File: src/rtl/irq_fwd_pkg.sv
// Shared constants for the interrupt forwarder register window.
// Assumes byte addressing with 32-bit register stride and 16-bit data.
package irq_fwd_pkg;
    localparam int REG_W       = 16;
    localparam int ADDR_W      = 6;
    localparam int MAX_LINES   = 64;
    localparam int MAX_REGS    = MAX_LINES / REG_W;
    localparam logic [1:0] BANK_EOI = 2'b10;   // addr[5:4] for acknowledge bank

    // Number of 16-bit registers needed to cover a line count.
    function automatic int regs_for(input int lines);
        return (lines + REG_W - 1) / REG_W;
    endfunction
endpackage

File: src/rtl/irq_fwd_regs.sv
// Register file: mask bank (readable, resets to all-masked) and an
// acknowledge bank that produces one-cycle clear pulses per line.
// Assumes bus_addr is a byte offset; misaligned offsets decode to nothing.
module irq_fwd_regs
    import irq_fwd_pkg::*;
#(
    parameter int NUM_LINES = 64,
    parameter bit HAS_EOI   = 1'b1
) (
    input  logic                 clk,
    input  logic                 rst_n,
    input  logic                 bus_sel,
    input  logic                 bus_wr,
    input  logic [ADDR_W-1:0]    bus_addr,
    input  logic [REG_W-1:0]     bus_wdata,
    output logic [REG_W-1:0]     bus_rdata,
    output logic [NUM_LINES-1:0] mask_q,
    output logic [NUM_LINES-1:0] eoi_pulse
);
    localparam int NREG = regs_for(NUM_LINES);
    localparam int PADW = NREG * REG_W;

    logic            aligned;
    logic            in_mask;
    logic            in_eoi;
    logic [2:0]      idx_m;
    logic [1:0]      idx_e;
    logic [NREG-1:0] mask_we;
    logic [NREG-1:0] eoi_we;
    logic [PADW-1:0] mask_pad;

    // Address decode into bank and register index.
    always_comb begin
        aligned = (bus_addr[1:0] == 2'b00);
        in_mask = aligned && !bus_addr[5];
        in_eoi  = aligned && (bus_addr[5:4] == BANK_EOI);
        idx_m   = bus_addr[4:2];
        idx_e   = bus_addr[3:2];
    end

    // Per-register write enables for both banks.
    always_comb begin
        for (int k = 0; k < NREG; k++) begin
            mask_we[k] = bus_sel && bus_wr && in_mask && (int'(idx_m) == k);
            eoi_we[k]  = HAS_EOI && bus_sel && bus_wr && in_eoi && (int'(idx_e) == k);
        end
    end

    // Mask bank storage: all lines masked after reset.
    always_ff @(posedge clk) begin
        if (!rst_n) begin
            mask_q <= '1;
        end else begin
            for (int n = 0; n < NUM_LINES; n++) begin
                if (mask_we[n / REG_W]) mask_q[n] <= bus_wdata[n % REG_W];
            end
        end
    end

    // Acknowledge pulses: one per line whose bit is written as 1.
    always_comb begin
        for (int n = 0; n < NUM_LINES; n++) begin
            eoi_pulse[n] = eoi_we[n / REG_W] && bus_wdata[n % REG_W];
        end
    end

    // Zero-extend mask storage to whole registers for readback.
    always_comb begin
        mask_pad = '0;
        mask_pad[NUM_LINES-1:0] = mask_q;
    end

    // Read mux: only implemented mask registers return data.
    always_comb begin
        bus_rdata = '0;
        if (bus_sel && !bus_wr && in_mask) begin
            for (int k = 0; k < NREG; k++) begin
                if (int'(idx_m) == k) bus_rdata = mask_pad[k*REG_W +: REG_W];
            end
        end
    end
endmodule

File: src/rtl/irq_fwd_line.sv
// One interrupt line. With HAS_EOI the line latches a rising edge until
// acknowledged (set wins over clear); without it the level passes through.
// The mask gates only the output, never the latch.
module irq_fwd_line #(
    parameter bit HAS_EOI = 1'b1
) (
    input  logic clk,
    input  logic rst_n,
    input  logic irq_in,
    input  logic mask,
    input  logic eoi,
    output logic pend,
    output logic line_out
);
    if (HAS_EOI) begin : g_latch
        logic prev_q;
        logic pend_q;

        // Previous input sample for edge detection.
        always_ff @(posedge clk) begin
            if (!rst_n) prev_q <= 1'b0;
            else        prev_q <= irq_in;
        end

        // Pending latch: rising edge sets, acknowledge clears, set wins.
        always_ff @(posedge clk) begin
            if (!rst_n)                  pend_q <= 1'b0;
            else if (irq_in && !prev_q)  pend_q <= 1'b1;
            else if (eoi)                pend_q <= 1'b0;
        end

        assign pend     = pend_q;
        assign line_out = pend_q && !mask;
    end else begin : g_level
        logic unused_nc;
        assign unused_nc = ^{clk, rst_n, eoi};
        assign pend      = 1'b0;
        assign line_out  = irq_in && !mask;
    end
endmodule

File: src/rtl/irq_fwd_map.sv
// Places the local line vector at a fixed base within the parent vector.
// Assumes PARENT_BASE + NUM_LINES <= PARENT_WIDTH.
module irq_fwd_map #(
    parameter int NUM_LINES    = 64,
    parameter int PARENT_WIDTH = 128,
    parameter int PARENT_BASE  = 32
) (
    input  logic [NUM_LINES-1:0]    line_out,
    output logic [PARENT_WIDTH-1:0] parent_irq
);
    // Offset placement; unused parent inputs stay low.
    always_comb begin
        parent_irq = '0;
        parent_irq[PARENT_BASE +: NUM_LINES] = line_out;
    end
endmodule

File: src/rtl/irq_fwd_top.sv
// Interrupt forwarder top: register file, per-line logic and parent mapping.
// Assumes 1 <= NUM_LINES <= 64 and the parent range fits PARENT_WIDTH.
module irq_fwd_top
    import irq_fwd_pkg::*;
#(
    parameter int NUM_LINES    = 64,
    parameter int PARENT_WIDTH = 128,
    parameter int PARENT_BASE  = 32,
    parameter bit HAS_EOI      = 1'b1
) (
    input  logic                    clk,
    input  logic                    rst_n,
    input  logic [NUM_LINES-1:0]    irq_in,
    input  logic                    bus_sel,
    input  logic                    bus_wr,
    input  logic [ADDR_W-1:0]       bus_addr,
    input  logic [REG_W-1:0]        bus_wdata,
    output logic [REG_W-1:0]        bus_rdata,
    output logic [PARENT_WIDTH-1:0] parent_irq
);
    logic [NUM_LINES-1:0] mask_bits;
    logic [NUM_LINES-1:0] eoi_bits;
    logic [NUM_LINES-1:0] pend_bits;
    logic [NUM_LINES-1:0] line_out;

    irq_fwd_regs #(.NUM_LINES(NUM_LINES), .HAS_EOI(HAS_EOI)) u_regs (
        .clk       (clk),
        .rst_n     (rst_n),
        .bus_sel   (bus_sel),
        .bus_wr    (bus_wr),
        .bus_addr  (bus_addr),
        .bus_wdata (bus_wdata),
        .bus_rdata (bus_rdata),
        .mask_q    (mask_bits),
        .eoi_pulse (eoi_bits)
    );

    for (genvar n = 0; n < NUM_LINES; n++) begin : g_line
        irq_fwd_line #(.HAS_EOI(HAS_EOI)) u_line (
            .clk      (clk),
            .rst_n    (rst_n),
            .irq_in   (irq_in[n]),
            .mask     (mask_bits[n]),
            .eoi      (eoi_bits[n]),
            .pend     (pend_bits[n]),
            .line_out (line_out[n])
        );
    end

    irq_fwd_map #(
        .NUM_LINES(NUM_LINES), .PARENT_WIDTH(PARENT_WIDTH), .PARENT_BASE(PARENT_BASE)
    ) u_map (
        .line_out   (line_out),
        .parent_irq (parent_irq)
    );
endmodule

File: config.mk
export PLATFORM = sky130hd
export DESIGN_NAME = irq_fwd_top
export DESIGN_NICKNAME = d
export VERILOG_FILES = /design/src/rtl/irq_fwd_pkg.sv /design/src/rtl/irq_fwd_regs.sv /design/src/rtl/irq_fwd_line.sv /design/src/rtl/irq_fwd_map.sv /design/src/rtl/irq_fwd_top.sv
export SDC_FILE = /design/constraint.sdc
export NUM_CORES = 1
export LEC_CHECK = 0
export BUFFER_PORTS_ARGS = -buffer_cell sky130_fd_sc_hd__buf_2
export CORE_ASPECT_RATIO = 0.5
export CORE_UTILIZATION = 47
export CTS_BUF_LIST = sky130_fd_sc_hd__clkbuf_8
export CTS_CLUSTER_SIZE = 30
export DETAILED_ROUTE_END_ITERATION = 6
export PLACE_DENSITY = 0.73
export SYNTH_ARGS = -nofsm -noshare
export SYNTH_HDL_FRONTEND = slang
export SYNTH_SLANG_ARGS = --single-unit
export TNS_END_PERCENT = 30
File: constraint.sdc
create_clock -name clk -period 3.3 [get_ports clk]
set_clock_uncertainty 0.2 [all_clocks]
set_input_delay 0.66 -clock clk [delete_from_list [all_inputs] [get_ports clk]]
set_output_delay 0.66 -clock clk [all_outputs]
set_load 0.005 [all_outputs]
## Word-level counts from Yosys, hierarchy flattened

Index checks and enable logic that the tools add are counted.

- Mux-type cells: 133
- Equal/unequal tests: 7
- Multiply operators: 0
- Bitwise operators: 0
- Add/subtract/negate cells: 0
- $lt $le $gt $ge: 0
- Shift operators: 0
- Reductions and logical operators: 404
- Div/mod/pow operators: 0

Operators with widths:

| kind | count |
|---|---|
| $logic_and 1x1->1 | 207 |
| $logic_not 1->1 | 130 |
| $mux 1 | 128 |
| $reduce_bool 2->1 | 64 |
| $mux 16 | 5 |
| $eq 2x2->1 const B | 3 |
| $eq 3x3->1 const B | 2 |
| $logic_not 2->1 | 2 |
| $eq 3x2->1 const B | 1 |
| $logic_not 3->1 | 1 |
| $eq 2x1->1 const B | 1 |

- Memories kept: 0
- Memory bits (writable): 0
- Latch bits: 0
- Flip-flop bits (word level): 192
- ROM bits: 0

## Logic depth before layout (Yosys ltp)

- Word-level depth: 7
- Mapped depth: 7

## Cells and area by module

From an unflattened synthesis, not the netlist that was laid out.

- Cell total of the unflattened synthesis: 962
- Area total of the unflattened synthesis: 9386.5 µm²

Modules (own cells, without submodules):

| module | area an instance (µm²) | times used | cells an instance |
|---|---|---|---|
| irq_fwd_line | 76.3 | 64 | 7 |
| irq_fwd_regs | 3537.1 | 1 | 385 |
| irq_fwd_map | 964.7 | 1 | 129 |

## Least setup slack after synthesis

OpenSTA, ideal clock, no wires.

- Path kind: in2out
- Start point: in bus_addr[4]
- End point: out bus_rdata[0]
- Stages: 4
- Buffers on the path: 1
- Slack: 772 ps
- Data arrival time: 1668 ps
- Cells stage by stage: nor4_4 -> nand3b_2 -> buf_2 -> nor3_1

- Word-level cells in the longest chain between the ends: 6
- Elaborated cells on any way between the ends: 9
- Those cells by class: eq/ne (3); mux (5); reduce/logical (1)

RTL lines:

| element | RTL line | text |
|---|---|---|
| start, declared | irq_fwd_top.sv:16 | `input logic [ADDR_W-1:0] bus_addr,` |
| $logic_not 3->1 | irq_fwd_regs.sv:78 | `if (int'(idx_m) == k) bus_rdata = mask_pad[k*REG_W +: REG_W];` |
| $mux 16 (3 in series) | irq_fwd_regs.sv:78 |  |
| $mux 16 * | irq_fwd_regs.sv:78 |  |
| $mux 16 * | irq_fwd_regs.sv:76 | `if (bus_sel && !bus_wr && in_mask) begin` |
| end, declared | irq_fwd_top.sv:18 | `output logic [REG_W-1:0] bus_rdata,` |

Every way passes the cells marked *; elsewhere a longest branch is shown, timed or not.

## Worst setup path after layout

- Start point: in bus_addr[4]
- End point: out bus_rdata[14]

The elaborated chain is that of the path after synthesis.

==> impl_metrics.toml <==
[clocking]
cts_tree = "yes"
post_cts_resized = 0
cts_buffers = 17
post-cts-setup-buffer-count = 0
clkTransAtPathRegs_ps = 110
h-tree-depth = 4
cts.sinks = 192
hold_buffers = 0
clock_latency_ps = 450
ctsLongestPathBuffers = 2
cts_root_buf = "clkbuf_8"

[final_layout]
diodes = 0
drive_gt1_share_pct = 19.7
finalNonFillerCells = 1362
nets = 1206
area_growth_pct = 8.20

[synth]
yosysUniqueCellTypes = 27
syn-instance-count = 1038
synth-edff-count = 0
synth.avg_cell_area_um2 = 8.35
synth_area_um2 = 8660
synth_warnings = 0
ys.flop_type = "dfxtp_1"
synth_seq_cells = 192
synth-seq-area-share_pct = 44.4
synth-async-reset-ratio_pct = 0

[grt]
globalRouteOverflowTotal = 0
grt_pass1_wl_mm = 36.1
met3_usage_pct = 7.39
grt_pass1_vias = 6670
met1_usage_pct = 32.1
grt_use_met2_pct = 37.9
grt_max_degree = 79
antenna_found_initial = 2
globalRouteTotalUtil_pct = 24.3
busiest_layer = "met2"

[timing]
max_freq_mhz = 331
rsz0062_at_grt = "false"
slew_viol_final = 0
final_hold_viol_count = 0
period_minus_slack_ps = 3020
slew_headroom_pct = 51.5
setup_viol = 0
finalSetupTns_ps = 0
worstMarginPinSlew_ps = 726
finalCritPeriodShare_pct = 91.6

[placement]
gp_congestion = 0.832
dp_cells = 1331
io_buffers = 169
dp_hpwl_mm = 15.7

[worst_hold_path]
hp-class = "primary input to flip-flop"

[route]
ant_nets = 0
num_vias = 6977
first_iter_violations = 521
vias_per_cell = 5.12
wl_per_cell_um = 16.9
wl_mm = 23.0
drc = 0
first_pass_iters = 5

[die]
dieArea_um2 = 19000
io_pins = 234
start_util_pct = 49.0
die_w_um = 194
core_area_um2 = 17700
die_y_um = 98
rows = 34

[power]
power_leakage_nw = 4.85
peakVddDrop_mv = 0.248
power.density_nw_per_um2 = 457

[critical_path]
end_kind = "output port"
crit_type = "primary input to output port"
crit_fanout = 12
crit_path_start_kind = "primary input"
r2r_slack_ps = 2260
crit_arrival_ps = 2160
crit_required_ps = 2440

[run]
maxCapViolCount = 0

[outcome]
status = "complete, no violations"
## worst max-delay path, stage by stage
cell and delay, ps:
buf_2 130, nand3b_1 590, buf_4 360, o22ai_1 180, nor3_1 80, buf_2 160
## synthesized netlist by cell type, drive strengths merged (2+ instances only)
library cell / instances / share of area [%]
dfxtp: 192 / 44
o211ai: 16 / 1.4
nand2b: 33 / 2.4
inv: 80 / 3.5
a211oi: 16 / 1.4
clkbuf: 44 / 1.9
nand3b: 2 / 0.22
nand3: 16 / 0.92
buf: 148 / 12
and2: 3 / 0.22
nand2: 129 / 5.6
a21oi: 64 / 3.7
mux2i: 16 / 1.8
and4b: 2 / 0.23
nor3: 16 / 0.92
nor2b: 112 / 8.1
o22ai: 80 / 5.8
and3: 64 / 4.6
## through the flow
stage / hold WS [ps] / worst slack (ps) / cell area [µm²] / utilization, % / power, mW
2_1_floorplan: 208 / 772 / 8900 / - / 2.80
3_3_place_gp: 208 / 338 / 9010 / 50.9 / 2.88
3_5_place_dp: 217 / 312 / 9010 / 50.9 / 2.90
4_1_cts: 175 / 306 / 9370 / 53.0 / 4.31
5_1_grt: 184 / 199 / 9370 / 53.0 / 4.46
6_report: 194 / 278 / 9370 / 53.0 / 4.29
## flip-flops by register name, summed over array words and instances (netlist names)
name / flops
u_regs.mask_q: 64
g_line.u_line.g_latch.prev_q: 64
g_line.u_line.pend: 64
## layer usage
metal	routed length (µm)	vias to the layer above	part of all wire [%]
li1	-	3384	-
met3	2050	35	8.9
met1	10400	3259	45
met2	10200	295	44
met5	23	-	0.10
met4	369	4	1.6
## final timing paths
path	from	endpoint	depth (start not counted)
worst max register to register	u_regs.mask_q[28]$_SDFFE_PN1P_	u_regs.mask_q[28]$_SDFFE_PN1P_	3
worst max-delay path	bus_addr[4]	bus_rdata[14]	6
worst min register to register	g_line[5].u_line.g_latch.prev_q$_SDFF_PN0_	g_line[5].u_line.pend$_SDFFE_PN0P_	1
worst min-delay path	irq_in[38]	g_line[38].u_line.g_latch.prev_q$_SDFF_PN0_	3
## report_power, final
| group | switching, mW | leakage (nW) | internal, mW |
|---|---|---|---|
| Sequential | 0.0443 | 1.59 | 2.44 |
| Clock | 0.894 | 0.180 | 0.547 |
| Combinational | 0.219 | 3.09 | 0.145 |
| Total | 1.16 | 4.85 | 3.13 |
## area by class of cell
type	instances	area (µm²)
Fill cell	1684	8320
Sequential cell	192	3840
Multi-Input combinational cell	637	3540
Timing Repair Buffer	188	1030
Inverter	80	300
Tap cell	234	293
Clock buffer	17	234
Clock inverter	14	131
## cells by family (layout without fill, tap and decap cells)
group	Yosys count	after routing	synth area share [%]
and+or+nand+nor	381	381	23.9
buffers and inverters	272	299	17.6
DFF	192	192	44.4
AOI/OAI and AO/OA	176	176	12.2
muxes	16	16	1.85
other	1	64	0.0433
## cells in the final DEF, fill, tap and decap left out, types with 33 or more instances in the layout
| master | netlist | final |
|---|---|---|
| dfxtp_1 | 192 | 192 |
| buf_2 | 16 | 168 |
| inv_1 | 80 | 81 |
| nor2b_1 | 112 | 112 |
| nand2b_1 | 33 | 33 |
| o22ai_1 | 80 | 80 |
| nand2_1 | 128 | 128 |
| and3_1 | 64 | 64 |
| a21oi_1 | 64 | 64 |
| conb_1 | 1 | 64 |
No activity file was read; power rests on OpenSTA's default activity.
